`config.mk`:
```
export PLATFORM = sky130hd
export DESIGN_NAME = pca_match_channel
export DESIGN_NICKNAME = d
export VERILOG_FILES = /design/src/rtl/pca_match_pkg.sv /design/src/rtl/pca_match_ctrl.sv /design/src/rtl/pca_match_datapath.sv /design/src/rtl/pca_match_channel.sv
export SDC_FILE = /design/constraint.sdc
export NUM_CORES = 1
export LEC_CHECK = 0
export CORE_MARGIN = 1.5
export CORE_UTILIZATION = 47
export DETAILED_ROUTE_END_ITERATION = 12
export PLACE_DENSITY = 0.88
export SLEW_MARGIN = 20
export SYNTH_ARGS = -nofsm -noshare
export SYNTH_HDL_FRONTEND = slang
export SYNTH_SLANG_ARGS = --single-unit
export TNS_END_PERCENT = 50
```
`constraint.sdc`:
```
create_clock -name clk -period 2.4 [get_ports clk]
set_clock_uncertainty 0.15 [all_clocks]
set_input_delay 0.48 -clock clk [delete_from_list [all_inputs] [get_ports clk]]
set_output_delay 0.48 -clock clk [all_outputs]
set_load 0.05 [all_outputs]
```
`src/rtl/pca_match_pkg.sv`:
```
package pca_match_pkg;

  localparam int BUS_W = 8;
  localparam int CNT_W = 16;
  localparam int ADDR_W = 2;

  localparam int MODE_IRQ_BIT   = 0;
  localparam int MODE_MATCH_BIT = 1;
  localparam int MODE_CMP_BIT   = 2;
  localparam int MODE_W         = 3;

  typedef enum logic [ADDR_W-1:0] {
    ADDR_MODE   = 2'd0,
    ADDR_CMPLO  = 2'd1,
    ADDR_CMPHI  = 2'd2,
    ADDR_STATUS = 2'd3
  } regAddrE;

  typedef struct packed {
    logic loadLow;
    logic loadHigh;
    logic flagWr;
    logic flagWrVal;
    logic armed;
  } ctrlStrobeS;

endpackage

```
`src/rtl/pca_match_ctrl.sv`:
```
module pca_match_ctrl
  import pca_match_pkg::*;
#(
  parameter int BW = BUS_W,
  parameter int AW = ADDR_W
) (
  input  logic          clk,
  input  logic          rstN,
  input  logic          regWrEn,
  input  logic [AW-1:0] regAddr,
  input  logic [BW-1:0] regWrData,
  output ctrlStrobeS    strobes,
  output logic [MODE_W-1:0] modeBits
);

  logic wrMode, wrLow, wrHigh, wrStatus;
  logic irqEnQ, matchEnQ, cmpEnQ;

  always_comb begin
    wrMode   = regWrEn && (regAddr == AW'(ADDR_MODE));
    wrLow    = regWrEn && (regAddr == AW'(ADDR_CMPLO));
    wrHigh   = regWrEn && (regAddr == AW'(ADDR_CMPHI));
    wrStatus = regWrEn && (regAddr == AW'(ADDR_STATUS));
  end

  // Mode register; byte writes to the compare register override the arm bit
  always_ff @(posedge clk or negedge rstN) begin
    if (!rstN) begin
      irqEnQ   <= 1'b0;
      matchEnQ <= 1'b0;
      cmpEnQ   <= 1'b0;
    end else begin
      if (wrMode) begin
        irqEnQ   <= regWrData[MODE_IRQ_BIT];
        matchEnQ <= regWrData[MODE_MATCH_BIT];
        cmpEnQ   <= regWrData[MODE_CMP_BIT];
      end else if (wrLow) begin
        cmpEnQ <= 1'b0;
      end else if (wrHigh) begin
        cmpEnQ <= 1'b1;
      end
    end
  end

  always_comb begin
    strobes.loadLow   = wrLow;
    strobes.loadHigh  = wrHigh;
    strobes.flagWr    = wrStatus;
    strobes.flagWrVal = regWrData[0];
    strobes.armed     = cmpEnQ && matchEnQ;
    modeBits                 = '0;
    modeBits[MODE_IRQ_BIT]   = irqEnQ;
    modeBits[MODE_MATCH_BIT] = matchEnQ;
    modeBits[MODE_CMP_BIT]   = cmpEnQ;
  end

endmodule

```
`src/rtl/pca_match_datapath.sv`:
```
module pca_match_datapath
  import pca_match_pkg::*;
#(
  parameter int BW = BUS_W,
  parameter int CW = CNT_W
) (
  input  logic          clk,
  input  logic          rstN,
  input  ctrlStrobeS    strobes,
  input  logic [BW-1:0] regWrData,
  input  logic [CW-1:0] tbCount,
  input  logic          tbStep,
  output logic [CW-1:0] cmpValue,
  output logic          flag
);

  localparam int HI_W = CW - BW;

  logic [BW-1:0]   cmpLowQ;
  logic [HI_W-1:0] cmpHighQ;
  logic            countEq;
  logic            matchEvent;

  always_ff @(posedge clk or negedge rstN) begin
    if (!rstN) begin
      cmpLowQ  <= '0;
      cmpHighQ <= '0;
    end else begin
      if (strobes.loadLow)  cmpLowQ  <= regWrData;
      if (strobes.loadHigh) cmpHighQ <= HI_W'(regWrData);
    end
  end

  assign cmpValue   = {cmpHighQ, cmpLowQ};
  assign countEq    = (tbCount == cmpValue);
  assign matchEvent = tbStep && strobes.armed && countEq;

  // Sticky flag: a match wins over a software write in the same cycle
  always_ff @(posedge clk or negedge rstN) begin
    if (!rstN)              flag <= 1'b0;
    else if (matchEvent)    flag <= 1'b1;
    else if (strobes.flagWr) flag <= strobes.flagWrVal;
  end

endmodule

```
`src/rtl/pca_match_channel.sv`:
```
module pca_match_channel
  import pca_match_pkg::*;
#(
  parameter int BW = BUS_W,
  parameter int CW = CNT_W,
  parameter int AW = ADDR_W
) (
  input  logic          clk,
  input  logic          rstN,
  input  logic [CW-1:0] tbCount,
  input  logic          tbStep,
  input  logic          regWrEn,
  input  logic [AW-1:0] regAddr,
  input  logic [BW-1:0] regWrData,
  output logic [BW-1:0] regRdData,
  output logic          flag,
  output logic          irq
);

  ctrlStrobeS        strobes;
  logic [MODE_W-1:0] modeBits;
  logic [CW-1:0]     cmpValue;

  pca_match_ctrl #(.BW(BW), .AW(AW)) ctrl_i (
    .clk(clk), .rstN(rstN), .regWrEn(regWrEn), .regAddr(regAddr),
    .regWrData(regWrData), .strobes(strobes), .modeBits(modeBits)
  );

  pca_match_datapath #(.BW(BW), .CW(CW)) dp_i (
    .clk(clk), .rstN(rstN), .strobes(strobes), .regWrData(regWrData),
    .tbCount(tbCount), .tbStep(tbStep), .cmpValue(cmpValue), .flag(flag)
  );

  assign irq = flag && modeBits[MODE_IRQ_BIT];

  always_comb begin
    regRdData = '0;
    case (regAddr)
      AW'(ADDR_MODE):   regRdData = BW'(modeBits);
      AW'(ADDR_CMPLO):  regRdData = cmpValue[BW-1:0];
      AW'(ADDR_CMPHI):  regRdData = BW'(cmpValue[CW-1:BW]);
      default:          regRdData = BW'(flag);
    endcase
  end

endmodule

```
# Word-level counts from Yosys, hierarchy flattened
# Index checks and enable logic that the tools add are counted.
# totals
reg_bits	20
elab_cells	27
# op_classes
n_eq_ne	4
mux	6
reduce_logical	11
# op_table
cell	count
8-bit one-hot mux with 3 select lines	1
16-bit equality test	1
1-bit logical AND	8
1-bit 2-to-1 mux	5
2-bit equality test, second input constant	2
3-bit nonzero test	1
2-bit by 1-bit equality test with 1-bit output, second input constant	1
2-bit logical NOT	1
2-bit nonzero test	1

# Longest topological paths before layout
# Gate-level depths: netlist (run 1).
# depth
depth_word	5
depth_mapped	5
ltp_nobuf	4

# Modules after synthesis
# Synthesis (run 1) repeated with hierarchy kept, for this count alone.
# unflattened
hier_cells	95
hier_area_um2	1151.1
# modules_own_cells
module	n_inst	cells_per_inst	area_per_inst_um2	seq_area_each_um2
pca_match_datapath	1	59	805.8	425.4
pca_match_ctrl	1	22	215.2	75.1
pca_match_channel	1	14	130.1	0.0

# Worst setup path after synthesis (run 1)
# No wires, ideal clock.
# synth_path
kind	input to output
startpoint	input port regAddr[1]
endpoint	output port regRdData[1]
arrival_time_ns	1.831
required_ns	1.770
setup_slack_ns	-0.061
stages	3
n_path_buf	1
cell_sequence	buf_2 > mux2i_1 > o21ai_0
# synth_via
elab_chain_cells	2
elab_cells_between_ends	4
# synth_rtl
element	line	rtl
start, declared	pca_match_channel.sv:13	input logic [AW-1:0] regAddr,
2-bit equality test, or another cell as far along	pca_match_channel.sv:38	case (regAddr)
8-bit one-hot mux with 3 select lines *	pca_match_channel.sv:38	
end, declared	pca_match_channel.sv:15	output logic [BW-1:0] regRdData,
# Mark *: on every way between the ends. The rest lies on a longest branch, timed or not.

# Final worst setup path (run 1)
# Same ends and word-level chain as after synthesis.

==> summary.txt, run 1 <==
kind of critical path = in2out
critical path, cell by cell = clkdlybuf4s50_1 -> nor2b_1 -> buf_4 -> nand2_1 -> o21ai_1 -> buf_12
Post-route DRC = 0
H-tree Lvls = 1
final setup vio count = 0
Peak VDD IR = 0.545 mV
Detail Route Antenna Nets = 0
MaxCap Viol Count = 0
Yosys top cell by area = dfrtp_1
Post-synth EDFFs = 0
clock sinks = 20
antenna fix cells = 0
clock share of power = 22.9%
via/cell ratio = 5.40
Max clock buf depth = 2
Setup crit start kind = input port
crit path launch = regAddr[1]
switching power = 368 uW
slew margin rel. = 66.7%
Pleak = 0.000693 uW
vias in the first global route = 904
most instantiated cells after synthesis = dfrtp_1, mux2_2, xnor2_1
DR vias = 880
Worst Path Required = 1770 ps
Netlist cell types = 27
Slew @ Worst Pin = 498 ps
Net Sw Frac = 31.4%
worst stage delay on the critical path = 480 ps
hold crit path type = in2async
DRT iter0 DRCs = 25
Die Width = 51.1 um
CTS Root Cell = clkbuf_4
CP Capture Type = output pin
Synth area leaders = dfrtp_1, mux2_2, xnor2_1
Syn Inst Count = 87
Worst-Skew Late Latency = 290 ps
Final period util = 97.4%
initial core utilization = 49.7%
routability cong. = 0.909
total iterations of the first detailed-routing run = 4
slowest CP cell = clkdlybuf4s50_1
Net Count, Synth = 117
worst setup slack after layout = 61.3 ps
Critical Path AT = 1710 ps
Mapped Area = 1090 sq um
I/O pin count = 40
internal power = 806 uW
clock tree from TritonCTS = built
routed len/inst = 16.8 um
pre-CTS setup slack = -83.1 ps
fraction of layout cells with a size suffix above 1 = 30.4%
Die ar. = 2610 sq um
Post-DP HPWL = 2220 um
# Post-CTS Setup Buffers = 0
final max-slew violation count = 0
GRT Overall Usage = 22.7%
Num CTS Buffers = 3
WL final = 2740 um
Gate power share = 37.7%
crit-path max FO = 7
#FFs+latches synth = 20
Fin. Hold Viols = 0
sequential share of power = 39.4%
initial antenna violation count = 0
post-layout util = 76.7%
syn_area_per_cell = 12.5 sq um
pwr/cell area = 699 nW/um^2
Final #Nets = 166
status = completed
Post-synth top flop = dfrtp_1
FP Rows = 17
largest net degree at the start of global routing = 21
FFs w/ async S/R, synth = 100%
most frequent cell after synthesis = dfrtp_1
register area share after synthesis = 46.0%
Die H = 51.1 um
Synth warnings = 0
minimum clock period = 2340 ps
f_max = 0.428 GHz
P&R area growth vs syn = 54.4%
Setup Total Neg Slack = 0 ps
global-route wire length before repair = 4310 um
IO Port Bufs = 39
clock slew at reported path FFs = 110 ps
total grt overflow = 0
Synth top area share = 46.0%
reg2reg start = dp_i.cmpHighQ[1]
RSZ-0062 raised after global routing = false
Design Power = 1170 uW
Core Region = 2190 sq um
registers in the layout, indices dropped and copies added, names as in the netlist:
name and flops:
dp_i.cmpLowQ 8, ctrl_i.cmpEnQ 1, ctrl_i.irqEnQ 1, ctrl_i.matchEnQ 1
dp_i.flag 1, dp_i.cmpHighQ 8
cell type report:
| cell class | instances | area (sq um) |
|---|---|---|
| clock buffer | 3 | 22.5 |
| clock inverter | 1 | 30.0 |
| fill | 132 | 510 |
| multi-input combinational | 64 | 576 |
| sequential | 20 | 500 |
| tap | 28 | 35.0 |
| timing repair buffer | 47 | 517 |
metrics by stage:
stage	instances	hold slack [ps]	cell area [sq um]
2_1_floorplan	87	34.4	1090
3_3_place_gp	159	363	1630
3_5_place_dp	159	371	1630
4_1_cts	163	368	1680
5_1_grt	163	385	1680
6_report	163	365	1680
power by group through the flow:
stage / Clock (uW) / Combinational, uW / Sequential, uW
detailed placement: 0 / 444 / 467
global placement: 0 / 433 / 461
CTS: 273 / 446 / 460
finish: 269 / 443 / 462
floorplan: 0 / 247 / 461
global route: 291 / 465 / 470
logic make-up (layout without fill, tap and decap cells):
family	after synthesis	count (layout)	share of synthesized area [%]
xor+xnor	16	16	12.9
compound gates	10	10	7.59
mux	22	22	23.4
simple gates	16	16	8.85
buf+inv	3	51	1.26
flops	20	20	46.0
critical path: cells and delay by family:
kind / cells / cell delay, ps
simple gates: 2 / 230
buf+inv: 3 / 830
compound gates: 1 / 170
final timing paths:
| check | slack (ps) | depth (start not counted) | to |
|---|---|---|---|
| min in group clk | 400 | 1 | ctrl_i.irqEnQ |
| max in group asynchronous | 1520 | 2 | ctrl_i.cmpEnQ |
| hold / removal | 360 | 2 | dp_i.cmpLowQ[0] |
| hold reg to reg | 400 | 1 | ctrl_i.irqEnQ |
| setup / recovery | 60 | 6 | regRdData[1] |
| setup reg to reg | 630 | 4 | dp_i.flag |
cells in the final DEF, fill, tap and decap left out, types with 2 or more instances in the layout:
master,instances
xnor2_1,13
a22o_1,4
o21ai_1,2
mux2i_1,3
dfrtp_1,20
buf_4,9
nand2_1,4
xor2_1,3
mux2_2,16
clkbuf_4,3
clkdlybuf4s50_1,30
nand4_1,3
buf_12,7
mux2_1,2
routing by layer:
layer / part of all wire [%] / vias up / track usage, %
li1: - / 412 / -
met1: 40 / 427 / 28.1
met2: 53 / 35 / 40.5
met3: 4.5 / 6 / 1.75
met4: 2.2 / 0 / 9.46
met5: 0 / - / 0
timing repair:
item	CTS	global route
hold buffers	0	0
gates cloned	0	0
gates resized for setup	1	1
setup endpoints to repair	8	1
Power figures use the tool's default switching activity.
==> run 2: changes to the inputs <==
--- a/config.mk
+++ b/config.mk
@@ -8,7 +8,9 @@
 export CORE_MARGIN = 1.5
 export CORE_UTILIZATION = 47
 export DETAILED_ROUTE_END_ITERATION = 12
+export GPL_TIMING_DRIVEN = 0
 export PLACE_DENSITY = 0.88
+export REMOVE_ABC_BUFFERS = 1
 export SLEW_MARGIN = 20
 export SYNTH_ARGS = -nofsm -noshare
 export SYNTH_HDL_FRONTEND = slang
==> run 2 against run 1 <==
Against the previous run: combinational power shrank 13%; highest routed layer unchanged; clock power shrank 26%; final cell count shrank 4.9%; via count shrank 1.4%; sequential share of layout area grew 2.7 points; sequential cell count is the same.
==> summary.txt, run 2 (synthesis gave the netlist of run 1 again) <==
antenna fix cells = 0 (unchanged)
kind of critical path = reg2out (was in2out)
hold crit path type = in2reg (was in2async)
Die H = 51.1 um (unchanged)
total grt overflow = 0 (unchanged)
hold buffers post-CTS = 0 (unchanged)
routability cong. = 0.838 (was 0.909)
reg2reg start = dp_i.cmpHighQ[4] (was dp_i.cmpHighQ[1])
routing usage on met3 = 2.63% (was 1.75%)
Die Width = 51.1 um (unchanged)
Setup Total Neg Slack = 0 ps (unchanged)
I/O pin count = 40 (unchanged)
FP Rows = 17 (unchanged)
clock tree from TritonCTS = built (unchanged)
final max-slew violation count = 0 (unchanged)
CP Capture Type = output pin (unchanged)
f_max = 0.441 GHz (was 0.428 GHz)
GRT Overall Usage = 21.6% (was 22.7%)
routed len/inst = 17.0 um (was 16.8 um)
final setup vio count = 0 (unchanged)
WL final = 2630 um (was 2740 um)
Filler cells = 159 (was 132)
pwr/cell area = 674 nW/um^2 (was 699 nW/um^2)
Peak VDD IR = 0.524 mV (was 0.545 mV)
minimum clock period = 2270 ps (was 2340 ps)
Core Region = 2190 sq um (unchanged)
clock sinks = 20 (unchanged)
largest net degree at the start of global routing = 21 (unchanged)
Detail Route Antenna Nets = 0 (unchanged)
Worst Path Required = 1770 ps (about the same)
# Post-CTS Setup Buffers = 0 (unchanged)
IO Port Bufs = 39 (unchanged)
Slew @ Worst Pin = 900 ps (was 498 ps)
R2R Setup Slk = 640 ps (was 630 ps)
Setup crit start kind = flop (was input port)
hold path start = regAddr[0]
status = completed (unchanged)
largest registers = dp_i.cmpHighQ: 8 flops, dp_i.cmpLowQ: 8 flops (unchanged)
post-layout util = 70.4% (was 76.7%)
Post-route DRC = 0 (unchanged)
Worst Hold Path EP = ctrl_i.cmpEnQ
global-route wire length before repair = 4120 um (was 4310 um)
total iterations of the first detailed-routing run = 4 (unchanged)
vias in the first global route = 925 (was 904)
fraction of layout cells with a size suffix above 1 = 27.6% (was 30.4%)
RSZ-0062 raised after global routing = false (unchanged)
Max clock buf depth = 2 (unchanged)
clock slew at reported path FFs = 120 ps (was 110 ps)
met2 Resource Use GR = 39.0% (was 40.5%)
Final period util = 94.4% (was 97.4%)
via/cell ratio = 5.60 (was 5.40)
GR Util met1 = 25.6% (was 28.1%)
initial core utilization = 49.7% (unchanged)
Crit Reg-Reg Endpoint = dp_i.flag (unchanged)
Die ar. = 2610 sq um (unchanged)
Worst-Skew Late Latency = 300 ps (was 290 ps)
worst r2r path cells = 4 (unchanged)
Fin. Hold Viols = 0 (unchanged)
P&R area growth vs syn = 41.7% (was 54.4%)
Num CTS Buffers = 3 (unchanged)
commonest non-fill, non-tap cell in the layout = clkdlybuf4s50_1 (unchanged)
Pleak = 0.000622 uW (was 0.000693 uW)
Final #Nets = 158 (was 166)
slew margin rel. = 39.8% (was 66.7%)
Hold Slack = 340 ps (was 365 ps)
pre-CTS setup slack = -931 ps (was -83.1 ps)
DRT iter0 DRCs = 12 (was 25)
most frequent cells in the layout = clkdlybuf4s50_1, dfrtp_1, mux2_2 (unchanged)
busiest grt layer = met2 (unchanged)
initial antenna violation count = 0 (unchanged)
H-tree Lvls = 1 (unchanged)
Critical Path AT = 1640 ps (was 1710 ps)
hold depth = 2
MaxCap Viol Count = 0 (unchanged)
CTS Root Cell = clkbuf_4 (unchanged)
worst setup slack after layout = 134 ps (was 61.3 ps)
DR vias = 868 (was 880)
crit-path max FO = 4 (was 7)
[run 2: cell count changes in the layout (fill, tap and decap cells not counted), sizes merged]
cell / delta
clkbuf: +3
clkdlybuf4s50: -1
bufinv: -1
clkdlybuf4s15: +7
buf: -16
[run 2: worst max-delay path by stage]
stage	end	slack, ps	cells after the start	from
global route	irq	70	2	dp_i.flag
detailed placement	regRdData[6]	-930	4	regAddr[0]
finish	irq	130	2	dp_i.flag
floorplan	regRdData[1]	100	2	regAddr[1]
CTS	regRdData[0]	-50	3	regAddr[0]
global placement	regRdData[6]	-920	4	regAddr[0]
[run 2: area by class of cell]
type	count	area (sq um)	area share, %
multi-input cells	64	583	37.8
flip-flops and latches	20	500	32.4
repair buffers	39	388	25.1
clock buffers	4	36.3	2.35
well taps	28	35.0	2.27
[run 2: what timing repair did]
item                       CTS  global route
pin swaps                    0             0
gates resized for setup     28             4
setup endpoints to repair    8             8
[run 2: per-layer routing]
layer,up-vias,wire [um]
met3,6,105
met4,0,40
met2,32,1380
li1,397,-
met5,-,0
met1,433,1100
[run 2: metrics by stage]
| step | power, uW | instances | instance area, sq um |
|---|---|---|---|
| 6_report | 1040 | 155 | 1540 |
| 5_1_grt | 1090 | 155 | 1540 |
| 4_1_cts | 1050 | 155 | 1550 |
| 3_5_place_dp | 859 | 151 | 1500 |
| 3_3_place_gp | 841 | 151 | 1500 |
| 2_1_floorplan | 703 | 84 | 1070 |
[run 2: worst max-delay path, stage by stage (launching register included)]
cell	delay [ps]
dfrtp_1	390
and2_1	140
clkdlybuf4s50_1	800
[run 2: power breakdown]
group	total (uW)	internal (uW)	switching [uW]
sequential	458	400	57.9
combinational	385	189	196
clock	198	92.6	105
==> run 3: changes to the inputs <==
--- a/config.mk
+++ b/config.mk
@@ -6,10 +6,10 @@
 export NUM_CORES = 1
 export LEC_CHECK = 0
 export CORE_MARGIN = 1.5
-export CORE_UTILIZATION = 47
+export CORE_UTILIZATION = 23
 export DETAILED_ROUTE_END_ITERATION = 12
 export GPL_TIMING_DRIVEN = 0
-export PLACE_DENSITY = 0.88
+export PLACE_DENSITY = 0.51
 export REMOVE_ABC_BUFFERS = 1
 export SLEW_MARGIN = 20
 export SYNTH_ARGS = -nofsm -noshare
==> run 3 against run 2 <==
Against the previous run: the flow now finishes with violations (DRC); register-to-register slack worse by 30 ps; sequential power about the same; die area up 97%; clock-buffer cell count down 1; worst hold slack better by 39 ps; combinational power about the same; non-clock buffer count unchanged; power up 2.2%; routed wire length up 7.0%; sequential share of layout area down 0.75 points; worst setup slack better by 73 ps; critical path type unchanged.
==> summary.txt, run 3 (synthesis gave the netlist of run 1 again) <==
routed len/inst = 15.8 um (was 17.0 um)
Setup crit start kind = flop (unchanged)
crit-path max FO = 4 (unchanged)
final setup vio count = 0 (unchanged)
via/cell ratio = 4.62 (was 5.60)
Critical Path AT = 1560 ps (was 1640 ps)
largest net degree at the start of global routing = 21 (unchanged)
WL final = 2810 um (was 2630 um)
routability cong. = 0.744 (was 0.838)
total iterations of the first detailed-routing run = 10 (was 4)
Pleak = 0.000623 uW (was 0.000622 uW)
final max-slew violation count = 0 (unchanged)
Filler cells = 452 (was 159)
slew margin rel. = 38.3% (was 39.8%)
hold buffers post-CTS = 0 (unchanged)
antenna fix cells = 0 (unchanged)
Die H = 71.8 um (was 51.1 um)
status = finished with violations (was completed)
Final period util = 91.4% (was 94.4%)
Worst-Skew Late Latency = 260 ps (was 300 ps)
Post-route DRC = 5 (was 0)
GRT Overall Usage = 11.3% (was 21.6%)
H-tree Lvls = 1 (unchanged)
Final #Nets = 158 (unchanged)
CP Capture Type = output pin (unchanged)
initial antenna violation count = 0 (unchanged)
RSZ-0062 raised after global routing = false (unchanged)
MaxCap Viol Count = 0 (unchanged)
Reg area = 500 sq um (unchanged)
hold crit path type = in2reg (unchanged)
worst setup slack after layout = 207 ps (was 134 ps)
pre-CTS setup slack = -1080 ps (was -931 ps)
Worst Path Required = 1770 ps (about the same)
FP Rows = 24 (was 17)
Max clock buf depth = 2 (unchanged)
failing checks = DRC
f_max = 0.456 GHz (was 0.441 GHz)
DRT iter0 DRCs = 36 (was 12)
most frequent cells in the layout = clkdlybuf4s50_1, dfrtp_1, mux2_2 (unchanged)
Setup Total Neg Slack = 0 ps (unchanged)
kind of critical path = reg2out (unchanged)
Die ar. = 5150 sq um (was 2610 sq um)
DR vias = 822 (was 868)
Peak VDD IR = 0.198 mV (was 0.524 mV)
global-route wire length before repair = 4400 um (was 4120 um)
I/O pin count = 40 (unchanged)
clock tree from TritonCTS = built (unchanged)
post_cts resized = 32 (was 28)
vias in the first global route = 883 (was 925)
IO Port Bufs = 39 (unchanged)
clock sinks = 20 (unchanged)
Slew @ Worst Pin = 923 ps (was 900 ps)
Core Region = 4440 sq um (was 2190 sq um)
Die Width = 71.8 um (was 51.1 um)
commonest non-fill, non-tap cell in the layout = clkdlybuf4s50_1 (unchanged)
# Post-CTS Setup Buffers = 0 (unchanged)
largest registers = dp_i.cmpHighQ: 8 flops, dp_i.cmpLowQ: 8 flops (unchanged)
Multi-input gate area = 583 sq um (unchanged)
initial core utilization = 24.5% (was 49.7%)
Fin. Hold Viols = 0 (unchanged)
Post-DP HPWL = 2120 um
clock slew at reported path FFs = 70 ps (was 120 ps)
Num CTS Buffers = 3 (unchanged)
minimum clock period = 2190 ps (was 2270 ps)
total grt overflow = 0 (unchanged)
fraction of layout cells with a size suffix above 1 = 27.8% (was 27.6%)
Detail Route Antenna Nets = 0 (unchanged)
CTS Root Cell = clkbuf_8 (was clkbuf_4)
P&R area growth vs syn = 45.1% (was 41.7%)
pwr/cell area = 674 nW/um^2 (about the same)
run 3: changes by cell type in the layout (fill, tap and decap cells not counted), sizes merged:
cell,change
clkbuf,-1
clkdlybuf4s18,+1
dlygate4sd2,-1
run 3: final cells by class:
class | count | share of cell area, %
Clock buffer | 3 | 2.61
Multi-Input combinational cell | 64 | 36.9
Sequential cell | 20 | 31.7
Tap cell | 52 | 4.12
Timing Repair Buffer | 39 | 24.6
run 3: per-stage QoR:
step           instance area (sq um)  total power [uW]  instances  hold slack, ps  util (%)
3_3_place_gp                    1530               848        175             355      34.4
2_1_floorplan                   1070               703         84            34.4         -
5_1_grt                         1580              1120        178             403      35.5
4_1_cts                         1590              1080        178             388      35.7
3_5_place_dp                    1530               857        175             371      34.4
6_report                        1580              1060        178             379      35.5
run 3: path summary, 6_finish.rpt:
path,slack [ps],end,startpoint,depth (start not counted)
min in group asynchronous,590,dp_i.cmpLowQ[0],rstN,1
min reg2reg,380,ctrl_i.irqEnQ,ctrl_i.irqEnQ,1
max,210,irq,dp_i.flag,2
min,380,ctrl_i.cmpEnQ,regAddr[0],2
max reg2reg,610,dp_i.flag,dp_i.cmpHighQ[0],4
max in group asynchronous,950,dp_i.cmpHighQ[1],rstN,1
run 3: critical path, cell delays in order, from the launching register on:
cell             delay, ps
dfrtp_1                380
and2_1                 130
clkdlybuf4s50_1        790
run 3: where the power goes:
| part | switching [uW] | leakage [uW] | total, uW | internal (uW) |
|---|---|---|---|---|
| Sequential | 59.7 | 0.000237 | 460 | 400 |
| Clock | 110 | 0.0000216 | 222 | 112 |
| Combinational | 192 | 0.000364 | 382 | 190 |
run 3: metal layers:
layer | track usage, % | vias up | wire length [um]
met5 | 0 | - | 0
li1 | - | 395 | -
met2 | 18.3 | 28 | 1340
met1 | 14.9 | 394 | 1280
met4 | 3.77 | 0 | 36
met3 | 2.53 | 5 | 160
